### src/rtl/prot_cfg_pkg.sv
package prot_cfg_pkg;

  localparam int CFG_BYTE_W = 8;

  // security register field positions (read-back layout)
  localparam int SEC_LD_BIT = 0;
  localparam int SEC_WL_BIT = 1;
  localparam int SEC_BP_BIT = 2;
  localparam int SEC_FIELD_W = 3;

  typedef enum logic [1:0] {
    AM_OFF   = 2'd0,
    AM_TOR   = 2'd1,
    AM_NA4   = 2'd2,
    AM_NAPOT = 2'd3
  } amatch_e;

  typedef struct packed {
    logic       lock;
    logic [1:0] spare;
    amatch_e    amatch;
    logic       x;
    logic       w;
    logic       r;
  } cfg_byte_t;

  // value rule applied while lockdown is active
  function automatic logic lockdown_allows(cfg_byte_t nv);
    logic [2:0] perm;
    perm = {nv.x, nv.w, nv.r};
    return (nv.lock && !nv.x) || (!nv.lock && (perm != 3'b110));
  endfunction

endpackage

### src/rtl/prot_cfg_entry.sv
module prot_cfg_entry
  import prot_cfg_pkg::*;
#(
  parameter bit ENHANCED = 1'b1
) (
  input  logic      clk,
  input  logic      rst,
  input  logic      wr,
  input  cfg_byte_t wdata,
  input  logic      lockdown,
  input  logic      bypass,
  output cfg_byte_t cfg_q,
  output logic      dropped
);

  logic accept;

  generate
    if (ENHANCED) begin : g_enh
      always_comb begin
        if (bypass)        accept = 1'b1;
        else if (lockdown) accept = lockdown_allows(wdata);
        else               accept = !cfg_q.lock;
      end
    end else begin : g_base
      assign accept = !cfg_q.lock;
    end
  endgenerate

  assign dropped = wr && !accept;

  always_ff @(posedge clk) begin
    if (rst)               cfg_q <= '0;
    else if (wr && accept) cfg_q <= wdata;
  end

  AST_LOCKED_BYTE_HOLDS: assert property (@(posedge clk) disable iff (rst)
    (!bypass && !lockdown && cfg_q.lock) |=> $stable(cfg_q));

  AST_LOCKDOWN_NO_WX: assert property (@(posedge clk) disable iff (rst)
    (wr && lockdown && !bypass && !wdata.lock && wdata.x && wdata.w && !wdata.r)
      |=> $stable(cfg_q));

  AST_BYPASS_STORES: assert property (@(posedge clk) disable iff (rst)
    (ENHANCED && wr && bypass) |=> (cfg_q == $past(wdata)));

endmodule

### src/rtl/prot_addr_entry.sv
module prot_addr_entry #(
  parameter int ADDR_W = 32
) (
  input  logic              clk,
  input  logic              rst,
  input  logic              wr,
  input  logic [ADDR_W-1:0] wdata,
  input  logic              own_lock,
  input  logic              next_tor_lock,
  output logic [ADDR_W-1:0] addr_q,
  output logic              dropped
);

  logic blocked;

  assign blocked = own_lock || next_tor_lock;
  assign dropped = wr && blocked;

  always_ff @(posedge clk) begin
    if (rst)                 addr_q <= '0;
    else if (wr && !blocked) addr_q <= wdata;
  end

  AST_ADDR_FROZEN: assert property (@(posedge clk) disable iff (rst)
    (own_lock || next_tor_lock) |=> $stable(addr_q));

  AST_ADDR_STORES: assert property (@(posedge clk) disable iff (rst)
    (wr && !own_lock && !next_tor_lock) |=> (addr_q == $past(wdata)));

endmodule

### src/rtl/prot_sec_ctrl.sv
module prot_sec_ctrl
  import prot_cfg_pkg::*;
#(
  parameter bit ENHANCED = 1'b1
) (
  input  logic                   clk,
  input  logic                   rst,
  input  logic                   wr,
  input  logic [SEC_FIELD_W-1:0] wbits,
  input  logic                   any_locked,
  output logic                   lockdown,
  output logic                   whitelist,
  output logic                   bypass,
  output logic                   dropped
);

  generate
    if (ENHANCED) begin : g_sec
      logic bp_allowed;
      assign bp_allowed = bypass || !any_locked;
      assign dropped    = wr && wbits[SEC_BP_BIT] && !bp_allowed;

      always_ff @(posedge clk) begin
        if (rst) begin
          lockdown  <= 1'b0;
          whitelist <= 1'b0;
          bypass    <= 1'b0;
        end else if (wr) begin
          lockdown  <= lockdown  || wbits[SEC_LD_BIT];
          whitelist <= whitelist || wbits[SEC_WL_BIT];
          bypass    <= wbits[SEC_BP_BIT] && bp_allowed;
        end
      end
    end else begin : g_nosec
      assign lockdown  = 1'b0;
      assign whitelist = 1'b0;
      assign bypass    = 1'b0;
      assign dropped   = 1'b0;
    end
  endgenerate

  AST_LOCKDOWN_STICKY: assert property (@(posedge clk) disable iff (rst)
    lockdown |=> lockdown);

  AST_WHITELIST_STICKY: assert property (@(posedge clk) disable iff (rst)
    whitelist |=> whitelist);

  AST_BYPASS_MASKED: assert property (@(posedge clk) disable iff (rst)
    (!bypass && any_locked) |=> !bypass);

endmodule

### src/rtl/prot_cfg_regfile.sv
module prot_cfg_regfile
  import prot_cfg_pkg::*;
#(
  parameter int NUM_ENTRIES = 16,
  parameter int DATA_W      = 32,
  parameter bit ENHANCED    = 1'b1,
  localparam int IDX_W      = $clog2(2 * NUM_ENTRIES + 1)
) (
  input  logic                          clk,
  input  logic                          rst,
  input  logic                          csr_we,
  input  logic [IDX_W-1:0]              csr_idx,
  input  logic [DATA_W-1:0]             csr_wdata,
  output logic [DATA_W-1:0]             csr_rdata,
  output logic [NUM_ENTRIES*CFG_BYTE_W-1:0] cfg_bytes,
  output logic [NUM_ENTRIES*DATA_W-1:0] addr_regs,
  output logic                          mode_lockdown,
  output logic                          mode_whitelist,
  output logic                          mode_bypass,
  output logic                          wr_err
);

  localparam int BYTES_PER_CSR = DATA_W / CFG_BYTE_W;
  localparam int NUM_CFG_CSR   = NUM_ENTRIES / BYTES_PER_CSR;
  localparam int ADDR_BASE     = NUM_ENTRIES;
  localparam int SEC_IDX       = 2 * NUM_ENTRIES;

  localparam logic [IDX_W-1:0] CFG_END_I   = IDX_W'(NUM_CFG_CSR);
  localparam logic [IDX_W-1:0] ADDR_BASE_I = IDX_W'(ADDR_BASE);
  localparam logic [IDX_W-1:0] SEC_I       = IDX_W'(SEC_IDX);

  // ---------------- index decode ----------------
  logic idx_cfg, idx_addr, idx_sec, idx_bad;

  assign idx_cfg  = (csr_idx < CFG_END_I);
  assign idx_addr = (csr_idx >= ADDR_BASE_I) && (csr_idx < SEC_I);
  assign idx_sec  = (csr_idx == SEC_I) && ENHANCED;
  assign idx_bad  = !(idx_cfg || idx_addr || idx_sec);

  // ---------------- storage lanes ----------------
  cfg_byte_t         cfg_q  [NUM_ENTRIES];
  logic [DATA_W-1:0] addr_q [NUM_ENTRIES];
  logic [NUM_ENTRIES-1:0] cfg_drop, addr_drop, next_tor_lock, lock_vec;
  logic any_locked, sec_drop;
  logic sec_ld, sec_wl, sec_bp;

  genvar k;
  generate
    for (k = 0; k < NUM_ENTRIES; k++) begin : g_ent
      localparam int GRP  = k / BYTES_PER_CSR;
      localparam int LANE = k % BYTES_PER_CSR;
      logic wr_cfg, wr_addr;

      assign wr_cfg  = csr_we && idx_cfg && (csr_idx == IDX_W'(GRP));
      assign wr_addr = csr_we && (csr_idx == IDX_W'(ADDR_BASE + k));

      prot_cfg_entry #(.ENHANCED(ENHANCED)) u_cfg (
        .clk      (clk),
        .rst      (rst),
        .wr       (wr_cfg),
        .wdata    (cfg_byte_t'(csr_wdata[CFG_BYTE_W*LANE +: CFG_BYTE_W])),
        .lockdown (sec_ld),
        .bypass   (sec_bp),
        .cfg_q    (cfg_q[k]),
        .dropped  (cfg_drop[k])
      );

      if (k + 1 < NUM_ENTRIES) begin : g_next
        assign next_tor_lock[k] = cfg_q[k+1].lock && (cfg_q[k+1].amatch == AM_TOR);
      end else begin : g_last
        assign next_tor_lock[k] = 1'b0;
      end

      prot_addr_entry #(.ADDR_W(DATA_W)) u_addr (
        .clk           (clk),
        .rst           (rst),
        .wr            (wr_addr),
        .wdata         (csr_wdata),
        .own_lock      (cfg_q[k].lock),
        .next_tor_lock (next_tor_lock[k]),
        .addr_q        (addr_q[k]),
        .dropped       (addr_drop[k])
      );

      assign lock_vec[k] = cfg_q[k].lock;
      assign cfg_bytes[CFG_BYTE_W*k +: CFG_BYTE_W] = cfg_q[k];
      assign addr_regs[DATA_W*k +: DATA_W]         = addr_q[k];
    end
  endgenerate

  assign any_locked = |lock_vec;

  prot_sec_ctrl #(.ENHANCED(ENHANCED)) u_sec (
    .clk        (clk),
    .rst        (rst),
    .wr         (csr_we && idx_sec),
    .wbits      (csr_wdata[SEC_FIELD_W-1:0]),
    .any_locked (any_locked),
    .lockdown   (sec_ld),
    .whitelist  (sec_wl),
    .bypass     (sec_bp),
    .dropped    (sec_drop)
  );

  assign mode_lockdown  = sec_ld;
  assign mode_whitelist = sec_wl;
  assign mode_bypass    = sec_bp;

  // ---------------- read-back and error ----------------
  logic [DATA_W-1:0] rd_d;
  logic              err_d;

  always_comb begin
    rd_d = '0;
    for (int g = 0; g < NUM_CFG_CSR; g++) begin
      if (csr_idx == IDX_W'(g)) begin
        for (int b = 0; b < BYTES_PER_CSR; b++) begin
          rd_d[CFG_BYTE_W*b +: CFG_BYTE_W] = cfg_q[g*BYTES_PER_CSR + b];
        end
      end
    end
    for (int e = 0; e < NUM_ENTRIES; e++) begin
      if (csr_idx == IDX_W'(ADDR_BASE + e)) rd_d = addr_q[e];
    end
    if (idx_sec) begin
      rd_d[SEC_LD_BIT] = sec_ld;
      rd_d[SEC_WL_BIT] = sec_wl;
      rd_d[SEC_BP_BIT] = sec_bp;
    end
  end

  assign err_d = (|cfg_drop) || (|addr_drop) || sec_drop || (csr_we && idx_bad);

  always_ff @(posedge clk) begin
    if (rst) begin
      csr_rdata <= '0;
      wr_err    <= 1'b0;
    end else begin
      csr_rdata <= rd_d;
      wr_err    <= err_d;
    end
  end

  AST_ERR_FOLLOWS_WRITE: assert property (@(posedge clk) disable iff (rst)
    wr_err |-> $past(csr_we));

  AST_BAD_IDX_FLAGGED: assert property (@(posedge clk) disable iff (rst)
    (csr_we && idx_bad) |=> wr_err);

  AST_BAD_IDX_READS_ZERO: assert property (@(posedge clk) disable iff (rst)
    idx_bad |=> (csr_rdata == '0));

endmodule

### config.mk
export PLATFORM = sky130hd
export DESIGN_NAME = prot_cfg_regfile
export DESIGN_NICKNAME = d
export VERILOG_FILES = /design/src/rtl/prot_cfg_pkg.sv /design/src/rtl/prot_cfg_entry.sv /design/src/rtl/prot_addr_entry.sv /design/src/rtl/prot_sec_ctrl.sv /design/src/rtl/prot_cfg_regfile.sv
export SDC_FILE = /design/constraint.sdc
export NUM_CORES = 2
export LEC_CHECK = 0
export BUFFER_PORTS_ARGS = -buffer_cell sky130_fd_sc_hd__clkbuf_2
export CAP_MARGIN = 15
export CELL_PAD_IN_SITES_DETAIL_PLACEMENT = 0
export CELL_PAD_IN_SITES_GLOBAL_PLACEMENT = 1
export CORE_ASPECT_RATIO = 1.25
export CORE_MARGIN = 2
export CORE_UTILIZATION = 35
export DETAILED_ROUTE_END_ITERATION = 10
export PLACE_DENSITY = 0.81
export REMOVE_ABC_BUFFERS = 1
export SLEW_MARGIN = 20
export SYNTH_ARGS = -nofsm -noshare
export SYNTH_HDL_FRONTEND = slang
export SYNTH_SLANG_ARGS = --single-unit
### constraint.sdc
create_clock -name clk -period 3.1 [get_ports clk]
set_input_delay 0.775 -clock clk [delete_from_list [all_inputs] [get_ports clk]]
set_output_delay 0.775 -clock clk [all_outputs]
set_load 0.02 [all_outputs]
**After elaboration in Yosys (flattened, before gate mapping)**

Cells that the tools add are included.

- Order comparisons: 3
- Eq/ne operators: 39
- Multiplexer cells: 53
- Reductions and logical operators: 203

Operators by type and width:

| cell | number |
|---|---|
| 2-to-1 mux 32 bit | 20 |
| logical AND 1 bit | 114 |
| equality test 6 x 5 -> 1 bit (second input constant) | 16 |
| zero test 1 bit | 58 |
| OR reduction 16 bit | 3 |
| 2-to-1 mux 1 bit | 32 |
| equality test 2 x 1 -> 1 bit (second input constant) | 15 |
| logical OR 1 bit | 27 |
| equality test 6 x 2 -> 1 bit (second input constant) | 2 |
| inequality test 3 bit (second input constant) | 4 |
| equality test 6 x 1 -> 1 bit (second input constant) | 1 |
| equality test 6 bit (second input constant) | 1 |
| greater-or-equal comparator 6 x 5 -> 1 bit (second input constant) | 1 |
| zero test 6 bit | 1 |
| less-than comparator 6 x 3 -> 1 bit (second input constant) | 1 |
| less-than comparator 6 bit (second input constant) | 1 |
| 2-to-1 mux 3 bit | 1 |

- Flip-flop bits (word level): 676
- Output and inout port bits: 676

**Logic depth before layout (Yosys ltp)**

- Word-level depth: 22
- Mapped depth: 11
- Gate-level depth less buffers: 7

**Cells and area by module**

A second synthesis with hierarchy kept.

- Cells, all modules: 4089
- Area, all modules: 38789.7 um^2

Modules (own cells, without submodules):

| module | times used | cells an instance | area an instance (um^2) | sequential area each (um^2) |
|---|---|---|---|---|
| prot_addr_entry | 16 | 141 | 1480.2 | 640.6 |
| prot_cfg_regfile | 1 | 1165 | 8424.3 | 660.6 |
| prot_cfg_entry | 16 | 41 | 410.4 | 160.2 |
| prot_sec_ctrl | 1 | 12 | 116.4 | 60.1 |

**Worst setup path after synthesis**

Ideal clock, no wire load.

- Kind: input-to-reg
- Start: in csr_idx[0]
- End: reg csr_rdata[5]
- Setup time: 0.088 ns
- Data arrival time: 2.566 ns
- Data required time: 3.012 ns
- Setup slack: 0.446 ns
- Stages on the path: 9
- Buffers on the path: 2
- Cells stage by stage: buf_6 or4_4 nor3_4 buf_6 a22oi_1 nand3_1 o21ai_1 a221o_1 a311oi_2

- Cells in the longest elaborated chain, start to end: 21
- Elaborated cells between the ends (all ways): 40
- Classes of those cells: 19 x eq/ne; 20 x mux; 1 x reduce/logical

Ends and longest elaborated chain:

| item | line | source |
|---|---|---|
| start: declaration | prot_cfg_regfile.sv:12 | `input logic [IDX_W-1:0] csr_idx,` |
| zero test 6 bit | prot_cfg_regfile.sv:116 | `if (csr_idx == IDX_W'(g)) begin` |
| 2-to-1 mux 32 bit (4 in series) | prot_cfg_regfile.sv:116 |  |
| 2-to-1 mux 32 bit (15 in series) | prot_cfg_regfile.sv:123 | `if (csr_idx == IDX_W'(ADDR_BASE + e)) rd_d = addr_q[e];` |
| 2-to-1 mux 32 bit * | prot_cfg_regfile.sv:123 |  |
| end signal: assignment | prot_cfg_regfile.sv:139 | `csr_rdata <= rd_d;` |
| end: declaration | prot_cfg_regfile.sv:14 | `output logic [DATA_W-1:0] csr_rdata,` |

Mark *: on every way between the ends. The rest lies on a longest branch, timed or not.
A chain may end at the register's enable or synchronous reset.

**Worst setup path after layout**

- Start: in csr_idx[4]
- End: reg csr_rdata[11]

The elaborated chain is that of the path after synthesis.

==> summary.txt <==
Clock network
  – Hold-fix buffers at CTS: 0
  – PostCTS Resize Cnt: 0
  – Clk slew on worst S/H paths: 0.06 ns
  – CTS H-tree lvls: 3
  – Num Clock Sinks: 676
  – Worst-skew pair later-pin latency: 0.65 ns
  – Clock tree from TritonCTS: done
  – Max Root-Sink Buffers: 3
  – Postcts setup bufs: 0
  – CTS Buf Count: 74
  – Root Buffer Master: clkbuf_16

Global routing
  – Total grt overflow: 0
  – Total GRT Usage: 0.362
  – Vias in the first global route: 29.9k
  – Antenna violations before repair: 3
  – Largest net degree at the start of global routing: 159
  – First-pass GRT wire length: 230,000 um

Timing
  – Slew margin rel.: 0.371
  – Final setup TNS: 0 ns
  – Fmax: 0.349 GHz
  – RSZ-0062 raised after global routing: false
  – Final setup fails: 0
  – Final slew viol count: 0
  – Worst Clk Skew: 0.0272 ns
  – Post-layout min period: 2.87 ns
  – Worst Tran Pin Value: 0.943 ns
  – Final Cycle Share: 0.924
  – Fin Hold WS: 0.463 ns
  – Fin. Hold Viols: 0

Synthesis
  – Post-Synth XOR/XNOR Area: 0.000295
  – EDFF count, synth: 0
  – Simple-gate share of the synthesized area: 0.197
  – Synth Register Bits: 676
  – Compound-Gate Fraction of Synth Area: 0.203
  – Main synth FF type: dfxtp_1
  – Async SR Flop Fraction: 0
  – Syn Area/Cell: 7.89 um^2
  – Largest family of logic cells by synthesized area: compound AO/OA/AOI/OAI gates
  – Synth top area share: 0.455
  – Synth unique cells: 78
  – Seq/Total Area, Yosys: 0.455
  – Synth warnings: 0
  – Ranking of synthesized cells by area: dfxtp_1 46%, nand2_1 14%, a21oi_1 11%, mux2i_1 5.6%, clkbuf_1 3.2%
  – Post-synthesis mux area share: 0.0881
  – Cells after Synth: 3,767
  – Largest area contributor in the netlist: dfxtp_1
  – Adder-cell share of the synthesized area: 0
  – Syn Std Cell Area: 0.0297 mm^2

Power
  – Worst VDD drop: 532 uV
  – Power density over cell area: 507 mW/mm^2
  – Static leakage: 0.0150 uW
  – Total design power: 19,500 uW

Final layout
  – Most frequent cells in the layout: 1,100 x nand2_1, 713 x clkbuf_2, 676 x dfxtp_1
  – Post-layout util: 0.457
  – Most common cell after layout, fill and taps aside: nand2_1
  – Area growth syn-to-layout: 29.4%
  – Final nets: 4,493
  – Layout cells sized above 1: 0.277

Floorplan
  – I/O pins: 717
  – CORE AREA: 0.0841 mm^2
  – Initial core utilization: 0.353
  – DIE WIDTH: 265 um
  – Row count: 119
  – DIE AREA: 0.0873 mm^2
  – Die Ht: 330 um

Critical path
  – Critical Path AT: 3.38 ns
  – Setup CP Type: primary input to flop
  – Critical path startpoint category: primary input
  – Ordered list of cells on the worst path: clkbuf_2 > or4b_1 > buf_4 > nor2_2 > buf_4 > a2111oi_0 > o31ai_1 > buf_4 > a221oi_1 > buf_4 > o31ai_1
  – CP peak stage delay: 0.66 ns
  – Slowest CP cell: a2111oi_0
  – Worst EP required: 3.61 ns
  – Top cell by count, worst path: buf_4
  – CP Capture Type: flop
  – Crit-path max FO: 7

Detailed routing
  – WL/cell: 29.5 um
  – Router iterations before antenna repair: 9
  – Total number of vias: 32.5k
  – Post-DRT Antenna Nets: 0
  – Total wire length: 165,000 um
  – DRC viols: 0
  – 1st-iter DRT viols: 4,440
  – Via-to-Cell Ratio: 5.81

Place
  – Port Buf Inserts: 716
  – Dpl hpwl: 121,000 um
  – Routability Congestion: 0.978

Hold path
  – Worst hold path class: flop to flop

Status
  – Status: completed

Flow run
  – Max cap viols: 0
==> kinds of logic after synthesis <==
family / Yosys count
buffers and inverters: 388
DFF: 676
AOI/OAI and AO/OA: 1012
muxes: 234
xor gates and xnor gates: 1
and+or+nand+nor: 1456
==> stage by stage <==
step | area [um^2] | worst slack (ns) | std cells
2_1_floorplan | 28100 | -1.31 | 3399
3_3_place_gp | 35900 | -0.351 | 5465
3_5_place_dp | 35900 | -0.379 | 5465
4_1_cts | 38400 | 0.293 | 5599
5_1_grt | 38400 | 0.101 | 5602
6_report | 38400 | 0.235 | 5602
==> Yosys cell counts, drive strengths merged (3+ instances only) <==
cell type and instances:
a2111oi 6, a211oi 18, a21oi 655, a221oi 5, a222oi 25, a22o 7, a22oi 55, a2bb2oi 5
a311oi 4, a31o 3, a31oi 32, a32o 3, a32oi 6, a41oi 5, and3 20, buf 113
clkbuf 255, dfxtp 676, inv 18, mux2 51, mux2i 166, mux4 17, nand2 1104, nand3 22
nand3b 6, nand4 4, nor2 233, nor2b 8, nor3 17, nor4 6, o21ai 72, o221ai 16
o22a 3, o22ai 63, o31ai 6, o32ai 7, or2 17, or3 3, or4 3
==> worst max-delay path, delay by kind of cell <==
kind            cells  cell delay (ns)
simple gates        2             0.39
compound gates      4             1.32
buf+inv             5             0.89
==> final cells by class <==
cell class,count,area (um^2)
Sequential cell,676,13500
Fill cell,8319,45700
Multi-Input combinational cell,2703,14600
Tap cell,1089,1360
Clock inverter,24,293
Timing Repair Buffer,977,6280
Clock buffer,110,2250
Antenna cell,3,7.51
Inverter,20,75.1
==> layer usage <==
metal,up-vias,share of wire,global-route usage
li1,14253,-,-
met1,15732,0.39,0.463
met2,2127,0.44,0.560
met3,411,0.11,0.0966
met4,0,0.063,0.194
met5,-,0,0
==> where the power goes <==
part           internal (uW)  leakage [uW]  total, uW  switching [uW]
Clock                   5530       0.00125       9440            3910
Sequential              8730       0.00545       8790            53.6
Combinational            339       0.00828       1270             929
Total                  14600        0.0150      19500            4890
==> state kept, by name (all words and copies together), names as in the netlist <==
| name | cells |
|---|---|
| csr_rdata | 32 |
| g_ent.u_addr.addr_q | 512 |
| g_ent.u_cfg.cfg_q | 128 |
| u_sec.bypass | 1 |
| u_sec.lockdown | 1 |
| u_sec.whitelist | 1 |
| wr_err | 1 |
==> path summary, 6_finish.rpt <==
| kind | startpoint | depth (start not counted) | slack (ns) | to |
|---|---|---|---|---|
| min reg2reg | g_ent[5].u_addr.addr_q[11] | 2 | 0.46 | g_ent[5].u_addr.addr_q[11] |
| max | csr_idx[4] | 11 | 0.23 | csr_rdata[11] |
| max reg2reg | u_sec.lockdown | 5 | 0.46 | wr_err |
| min | g_ent[5].u_addr.addr_q[11] | 2 | 0.46 | g_ent[5].u_addr.addr_q[11] |
No activity file was read; power rests on OpenSTA's default activity.
